--- config.mk ---
export PLATFORM = sky130hd
export DESIGN_NAME = gpio_irq_bank
export DESIGN_NICKNAME = d
export VERILOG_FILES = /design/src/rtl/gpio_irq_pkg.sv /design/src/rtl/gpio_irq_sync.sv /design/src/rtl/gpio_irq_detect.sv /design/src/rtl/gpio_irq_regs.sv /design/src/rtl/gpio_irq_bank.sv
export SDC_FILE = /design/constraint.sdc
export NUM_CORES = 1
export LEC_CHECK = 0
export BUFFER_PORTS_ARGS = -buffer_cell sky130_fd_sc_hd__buf_2
export CORE_ASPECT_RATIO = 0.6
export CORE_MARGIN = 1.5
export CORE_UTILIZATION = 40
export DETAILED_ROUTE_END_ITERATION = 7
export PLACE_DENSITY = 0.63
export SETUP_SLACK_MARGIN = 0.02
export SYNTH_ARGS = -nofsm -noshare
export SYNTH_HDL_FRONTEND = slang
export SYNTH_SLANG_ARGS = --single-unit
--- constraint.sdc ---
create_clock -name clk_i -period 1.6 [get_ports clk_i]
set_input_delay 0.08 -clock clk_i [delete_from_list [all_inputs] [get_ports clk_i]]
set_output_delay 0.08 -clock clk_i [all_outputs]
set_load 0.005 [all_outputs]
--- src/rtl/gpio_irq_pkg.sv ---
package gpio_irq_pkg;
  localparam int WORD_IEN   = 0;
  localparam int WORD_STAT  = 1;
  localparam int WORD_DISP  = 2;
  localparam int WORD_CLR   = 3;
  localparam int WORD_MSET  = 4;
  localparam int WORD_MCLR  = 5;
  localparam int WORD_DOUT  = 6;
  localparam int WORD_DIN   = 7;
  localparam int WORD_DIR   = 8;
  localparam int WORD_MODE0 = 9;
  localparam int WORD_MODE1 = 10;
  localparam int WORD_COUNT = 12;

  localparam int MODE_W        = 3;
  localparam int MODE_STRIDE   = 4;
  localparam int PINS_PER_WORD = 8;

  typedef enum logic [MODE_W-1:0] {
    MODE_FALL = 3'd0,
    MODE_RISE = 3'd1,
    MODE_LOW  = 3'd2,
    MODE_HIGH = 3'd3,
    MODE_BOTH = 3'd4
  } irq_mode_e;
endpackage

--- src/rtl/gpio_irq_sync.sv ---
module gpio_irq_sync #(
  parameter int NUM_PINS = 16,
  parameter int STAGES   = 2
) (
  input  logic                clk_i,
  input  logic                rst_ni,
  input  logic [NUM_PINS-1:0] pin_i,
  output logic [NUM_PINS-1:0] sync_o
);
  logic [NUM_PINS-1:0] stage_q [STAGES];

  for (genvar s = 0; s < STAGES; s++) begin : g_stage
    if (s == 0) begin : g_first
      always_ff @(posedge clk_i or negedge rst_ni)
        if (!rst_ni) stage_q[s] <= '0;
        else         stage_q[s] <= pin_i;
    end else begin : g_next
      always_ff @(posedge clk_i or negedge rst_ni)
        if (!rst_ni) stage_q[s] <= '0;
        else         stage_q[s] <= stage_q[s-1];
    end
  end

  assign sync_o = stage_q[STAGES-1];
endmodule

--- src/rtl/gpio_irq_detect.sv ---
module gpio_irq_detect
  import gpio_irq_pkg::*;
#(
  parameter int NUM_PINS = 16
) (
  input  logic                             clk_i,
  input  logic                             rst_ni,
  input  logic [NUM_PINS-1:0]              lvl_i,
  input  logic [NUM_PINS-1:0][MODE_W-1:0]  mode_i,
  output logic [NUM_PINS-1:0]              det_o
);
  logic [NUM_PINS-1:0] prev_q;

  always_ff @(posedge clk_i or negedge rst_ni)
    if (!rst_ni) prev_q <= '0;
    else         prev_q <= lvl_i;

  for (genvar p = 0; p < NUM_PINS; p++) begin : g_pin
    always_comb begin
      case (mode_i[p])
        MODE_FALL: det_o[p] = prev_q[p] & ~lvl_i[p];
        MODE_RISE: det_o[p] = ~prev_q[p] & lvl_i[p];
        MODE_LOW:  det_o[p] = ~lvl_i[p];
        MODE_HIGH: det_o[p] = lvl_i[p];
        MODE_BOTH: det_o[p] = prev_q[p] ^ lvl_i[p];
        default:   det_o[p] = 1'b0;
      endcase
    end
  end
endmodule

--- src/rtl/gpio_irq_regs.sv ---
module gpio_irq_regs
  import gpio_irq_pkg::*;
#(
  parameter int NUM_PINS = 16,
  parameter int DATA_W   = 32,
  parameter int ADDR_W   = 4
) (
  input  logic                             clk_i,
  input  logic                             rst_ni,
  input  logic                             we_i,
  input  logic [ADDR_W-1:0]                addr_i,
  input  logic [DATA_W-1:0]                wdata_i,
  output logic [DATA_W-1:0]                rdata_o,
  input  logic [NUM_PINS-1:0]              det_i,
  input  logic [NUM_PINS-1:0]              lvl_i,
  output logic [NUM_PINS-1:0]              en_o,
  output logic [NUM_PINS-1:0]              status_o,
  output logic [NUM_PINS-1:0]              mask_o,
  output logic [NUM_PINS-1:0]              dout_o,
  output logic [NUM_PINS-1:0]              dir_o,
  output logic [NUM_PINS-1:0][MODE_W-1:0]  mode_o
);
  logic [WORD_COUNT-1:0] wsel;
  logic [NUM_PINS-1:0]   wbits, clr_bits, status_d;
  logic [NUM_PINS-1:0]   en_q, status_q, mask_q, dout_q, dir_q;
  logic [MODE_W-1:0]     mode_q [NUM_PINS];
  logic [DATA_W-1:0]     mode_w0, mode_w1;
  logic                  unused_wdata;

  assign wbits        = wdata_i[NUM_PINS-1:0];
  assign unused_wdata = ^wdata_i;

  always_comb
    for (int i = 0; i < WORD_COUNT; i++)
      wsel[i] = we_i && (addr_i == ADDR_W'(i));

  // clear wins over a same-cycle hit; an active level re-sets next cycle
  assign clr_bits = wsel[WORD_CLR] ? wbits : '0;
  assign status_d = (status_q | (det_i & en_q)) & ~clr_bits;

  always_ff @(posedge clk_i or negedge rst_ni) begin
    if (!rst_ni) begin
      en_q     <= '0;
      status_q <= '0;
      mask_q   <= '1;
      dout_q   <= '0;
      dir_q    <= '0;
    end else begin
      status_q <= status_d;
      if (wsel[WORD_IEN])  en_q   <= wbits;
      if (wsel[WORD_MSET]) mask_q <= mask_q | wbits;
      if (wsel[WORD_MCLR]) mask_q <= mask_q & ~wbits;
      if (wsel[WORD_DOUT]) dout_q <= wbits;
      if (wsel[WORD_DIR])  dir_q  <= wbits;
    end
  end

  for (genvar p = 0; p < NUM_PINS; p++) begin : g_mode
    localparam int BANK = p / PINS_PER_WORD;
    localparam int SLOT = p % PINS_PER_WORD;
    localparam int SEL  = (BANK == 0) ? WORD_MODE0 : WORD_MODE1;

    always_ff @(posedge clk_i or negedge rst_ni)
      if (!rst_ni)        mode_q[p] <= MODE_FALL;
      else if (wsel[SEL]) mode_q[p] <= wdata_i[SLOT*MODE_STRIDE +: MODE_W];

    assign mode_o[p] = mode_q[p];
  end

  always_comb begin
    mode_w0 = '0;
    mode_w1 = '0;
    for (int p = 0; p < NUM_PINS; p++) begin
      if (p < PINS_PER_WORD)
        mode_w0[(p % PINS_PER_WORD)*MODE_STRIDE +: MODE_W] = mode_q[p];
      else
        mode_w1[(p % PINS_PER_WORD)*MODE_STRIDE +: MODE_W] = mode_q[p];
    end
  end

  always_comb begin
    case (addr_i)
      ADDR_W'(WORD_IEN):   rdata_o = DATA_W'(en_q);
      ADDR_W'(WORD_STAT):  rdata_o = DATA_W'(status_q);
      ADDR_W'(WORD_DISP):  rdata_o = DATA_W'(status_q & ~mask_q);
      ADDR_W'(WORD_MSET):  rdata_o = DATA_W'(mask_q);
      ADDR_W'(WORD_DOUT):  rdata_o = DATA_W'(dout_q);
      ADDR_W'(WORD_DIN):   rdata_o = DATA_W'(lvl_i);
      ADDR_W'(WORD_DIR):   rdata_o = DATA_W'(dir_q);
      ADDR_W'(WORD_MODE0): rdata_o = mode_w0;
      ADDR_W'(WORD_MODE1): rdata_o = mode_w1;
      default:             rdata_o = '0;
    endcase
  end

  assign en_o     = en_q;
  assign status_o = status_q;
  assign mask_o   = mask_q;
  assign dout_o   = dout_q;
  assign dir_o    = dir_q;
endmodule

--- src/rtl/gpio_irq_bank.sv ---
module gpio_irq_bank
  import gpio_irq_pkg::*;
#(
  parameter int NUM_PINS    = 16,
  parameter int SYNC_STAGES = 2,
  parameter int DATA_W      = 32,
  parameter int ADDR_W      = 4
) (
  input  logic                clk_i,
  input  logic                rst_ni,
  input  logic                bus_we_i,
  input  logic [ADDR_W-1:0]   bus_addr_i,
  input  logic [DATA_W-1:0]   bus_wdata_i,
  output logic [DATA_W-1:0]   bus_rdata_o,
  input  logic [NUM_PINS-1:0] pin_i,
  output logic [NUM_PINS-1:0] pin_o,
  output logic [NUM_PINS-1:0] pin_oe_o,
  output logic                irq_o
);
  logic [NUM_PINS-1:0]             lvl, det;
  logic [NUM_PINS-1:0]             en_q, status_q, mask_q, dout_q, dir_q;
  logic [NUM_PINS-1:0][MODE_W-1:0] mode;

  gpio_irq_sync #(.NUM_PINS(NUM_PINS), .STAGES(SYNC_STAGES)) u_sync (
    .clk_i  (clk_i),
    .rst_ni (rst_ni),
    .pin_i  (pin_i),
    .sync_o (lvl)
  );

  gpio_irq_detect #(.NUM_PINS(NUM_PINS)) u_detect (
    .clk_i  (clk_i),
    .rst_ni (rst_ni),
    .lvl_i  (lvl),
    .mode_i (mode),
    .det_o  (det)
  );

  gpio_irq_regs #(.NUM_PINS(NUM_PINS), .DATA_W(DATA_W), .ADDR_W(ADDR_W)) u_regs (
    .clk_i    (clk_i),
    .rst_ni   (rst_ni),
    .we_i     (bus_we_i),
    .addr_i   (bus_addr_i),
    .wdata_i  (bus_wdata_i),
    .rdata_o  (bus_rdata_o),
    .det_i    (det),
    .lvl_i    (lvl),
    .en_o     (en_q),
    .status_o (status_q),
    .mask_o   (mask_q),
    .dout_o   (dout_q),
    .dir_o    (dir_q),
    .mode_o   (mode)
  );

  assign pin_o    = dout_q;
  assign pin_oe_o = dir_q;
  assign irq_o    = |(status_q & ~mask_q);
endmodule

==> results.sh <==
export IMPL_routed_wl_um=24000
export IMPL_dp_cells=1090
export IMPL_setup_worst_path_end="irq_o"
export IMPL_dr_total_vias=6590
export IMPL_synth_warnings=0
export IMPL_hpwlAfterDp_um=16780
export IMPL_clock_root_buffer="clkbuf_16"
export IMPL_violations="setup timing"
export IMPL_boundaryPins=120
export IMPL_grt_use_met2=0.3058
export IMPL_synth_cell_type_count=49
export IMPL_required_ns=1.52
export IMPL_seq_area_frac_synth=0.5222
export IMPL_netlist_area_um2=8472
export IMPL_p_leak_uw=0.005145
export IMPL_route_detailed_drc=0
export IMPL_r2r_start="u_sync.sync_o[6]"
export IMPL_die_w_um=190.9
export IMPL_multi_input_area_um2=3762
export IMPL_hold_class="in -> async"
export IMPL_met1_usage=0.3539
export IMPL_ff2ff_path_depth=4
export IMPL_area_growth_syn_to_layout_pct=30.00
export IMPL_max_cap_violations=0
export IMPL_synth_top_area_cell="dfrtp_1"
export IMPL_muxShareOfSynthArea=0.1573
export IMPL_portBuffers=111
export IMPL_rsz0062_at_grt="true"
export IMPL_ff_latch_area_um2=4433
export IMPL_initialDrtViolationCount=653
export IMPL_synth_top_flop_cell="dfrtp_1"
export IMPL_cp_num_cells=5
export IMPL_synth_top_family_by_area="multiplexers"
export IMPL_antenna_left=0
export IMPL_fin_nets=991
export IMPL_fp_row_count=40
export IMPL_clock_sinks=176
export IMPL_syn_avg_cell_area_um2=12.33
export IMPL_yosys_area_share_adder=0.04726
export IMPL_crit_chain="inv_2 -> a221oi_2 -> buf_4 -> nand4_1 -> buf_2"
export IMPL_synth_top_area_share=0.4726
export IMPL_via_per_inst=5.538
export IMPL_worst_slack_ns=-0.1857
export IMPL_wl_per_cell_um=20.17
export IMPL_synth_edf_count=0
export IMPL_crit_type="reg -> out"
export IMPL_synth_cells=687
export IMPL_crit_path_start_kind="flip-flop"
export IMPL_path_buf_inv=3
export IMPL_synth_area_top_cells="dfrtp_1, mux2_2, dfstp_2"
export IMPL_fillers=1753
export IMPL_crit_fanout=2
export IMPL_fin_setup_tns_ns=-0.7756
export IMPL_htreeDepth=4
export IMPL_ys_ff_latch=176
export IMPL_async_flop_share=1.000
export IMPL_setup_viol=10
export IMPL_initial_utilization=0.4159
export IMPL_p_total_uw=13710
export IMPL_stdcell_count=1190
export IMPL_numCtsBuffers=17
export IMPL_antenna_found_initial=0
export IMPL_layout_commonest_cell="dfrtp_1"
export IMPL_fmax_mhz=560.0
export IMPL_gp_congestion=0.8242
export IMPL_first_pass_iters=7
export IMPL_coreArea_um2=20370
export IMPL_synth_xor_area_share=0.01034
export IMPL_grt_busiest_layer="met1"
export IMPL_cp_slowest_cell="dfstp_2"
export IMPL_finalMaxSlewViolations=0
export IMPL_cp_data_arrival_time_ns=1.71
export IMPL_clk_pin_slew_worst_paths_ns=0.07
export IMPL_min_period_ns=1.786
export IMPL_synth_compound_area_share=0.1399
export IMPL_ff2ff_setup_slack_ns=0.08
export IMPL_met3_usage=0.05694
export IMPL_power_density_nw_per_um2=1245
export IMPL_reg2reg_to="u_regs.status_o[6]"
export IMPL_critPathTopFamily="flip-flops"
export IMPL_cts_tree="done"
export IMPL_grt_first_pass_wirelength_um=37020
export IMPL_status="complete, but fails checks"
export IMPL_dieArea_um2=22090
export IMPL_yosys_area_share_simple=0.07931
export IMPL_fin_skew_ns=0.008775
export IMPL_finalHoldViolations=0
export IMPL_fin_crit_sh=1.116
export IMPL_grt_use_total=0.2253
export IMPL_insertion_delay_ns=0.44
export IMPL_clock_path_buffers=2
export IMPL_insertedDiodeCount=0
export IMPL_drive_gt1_frac=0.4155
export IMPL_die_h_um=115.7
export IMPL_ir_worst_vdd_mv=0.8741
export IMPL_grt_overflow_total=0
export IMPL_crit_path_max_incr_delay_ns=0.55
export IMPL_end_kind="output pin"
export IMPL_most_common_layout_cells="dfrtp_1, buf_2, mux2_2"
export IMPL_grt_max_degree=37
export IMPL_grt_pass1_vias=6347
==> layout make-up <==
class / count / area share
tap: 273 / 0.03102
sequential: 176 / 0.4025
clock inverter: 13 / 0.01182
multi-input combinational: 434 / 0.3416
clock buffer: 19 / 0.04022
timing repair buffer: 227 / 0.1564
inverter: 48 / 0.01636
==> where the power goes <==
part	internal [uW]	switching, uW	total, uW
clock network	2220	1870	4090
logic	1770	1370	3140
registers	5460	1030	6490
==> how the worst min path moves through the flow <==
stage / from / end / slack (ns) / cells after the start
final: rst_ni / u_regs.dir_o[3] / 0.12 / 2
after global routing: rst_ni / u_regs.mode_o[24] / 0.14 / 2
after CTS: rst_ni / u_sync.stage_q[16] / 0.13 / 2
after detailed placement: rst_ni / u_sync.stage_q[16] / 0.02 / 1
after global placement: rst_ni / u_regs.dout_o[0] / 0.02 / 1
after floorplan: rst_ni / u_detect.prev_q[0] / -0.22 / 0
==> metrics by stage <==
stage / setup WS, ns / cell area (um2) / hold slack, ns / util
2_1_floorplan: 0.06082 / 8483 / -0.2156 / -
3_3_place_gp: 0.002185 / 9728 / 0.01817 / 0.4776
3_5_place_dp: -0.004471 / 9728 / 0.01954 / 0.4776
4_1_cts: -0.2024 / 10940 / 0.1284 / 0.5369
5_1_grt: -0.2564 / 11010 / 0.1396 / 0.5407
6_report: -0.1857 / 11010 / 0.1194 / 0.5407
==> state kept, by name (all words and copies together) (netlist names), named ones only <==
name and flops:
u_regs.mode_o 48, u_detect.prev_q 16, u_regs.dir_o 16, u_regs.dout_o 16, u_regs.en_o 16, u_regs.status_o 16
u_sync.stage_q 16, u_sync.sync_o 16
==> Yosys cell counts, types with 2 or more instances <==
cell type and count:
nand2_4 2, or4b_2 5, nand2_1 3, nand2_2 2, nand2b_1 13, o31a_1 3, nor3b_1 6, a222oi_1 15
nand4_1 12, mux2_4 20, buf_2 13, o21ai_1 2, mux2_2 89, dfrtp_1 160, xor2_1 10, o22ai_1 4
nand3b_1 4, o21ai_0 23, buf_6 4, nor2_1 27, buf_4 5, ha_1 32, clkbuf_1 9, mux2i_1 3
nor2_2 2, a21o_1 3, nand2b_4 2, nor3_1 3, a31oi_1 8, inv_1 48, a221oi_1 6, a22o_1 13
nand3_1 6, a21oi_1 56, o2bb2ai_1 13, dfstp_2 16, o21bai_1 3, a22oi_1 27, nor4b_1 5
==> worst register-to-register path, delay by kind of cell (launching register included) <==
kind                       cells  cell delay [ns]
AOI/OAI and AO/OA              1             0.18
adders and majority gates      1             0.28
buffers and inverters          1             0.05
DFF                            1             0.35
and+or+nand+nor                1             0.60
==> cells by family after synthesis <==
logic type,after synthesis
AND/OR/NAND/NOR,100
adder cells (fa/ha/maj),32
buffers and inverters,80
AO/OA/AOI/OAI,176
multiplexers,112
XOR/XNOR,10
other,1
flip-flops,176
==> routing by layer <==
layer	routed length (um)	up-vias	share of wire
li1	-	2964	-
met1	11620	3316	0.48
met2	9877	293	0.41
met3	2292	17	0.095
met4	214	0	0.0089
met5	0	-	0
==> what timing repair did <==
item | in CTS | in global routing
buffers inserted | 17 | 6
resized for setup | 27 | 12
endpoints found under the hold margin | 273 | 0
hold buffers | 45 | 0
pin swaps | 24 | 17
endpoints found under the setup margin | 17 | 19
gates cloned | 0 | 0
No activity file was read; power rests on OpenSTA's default activity.
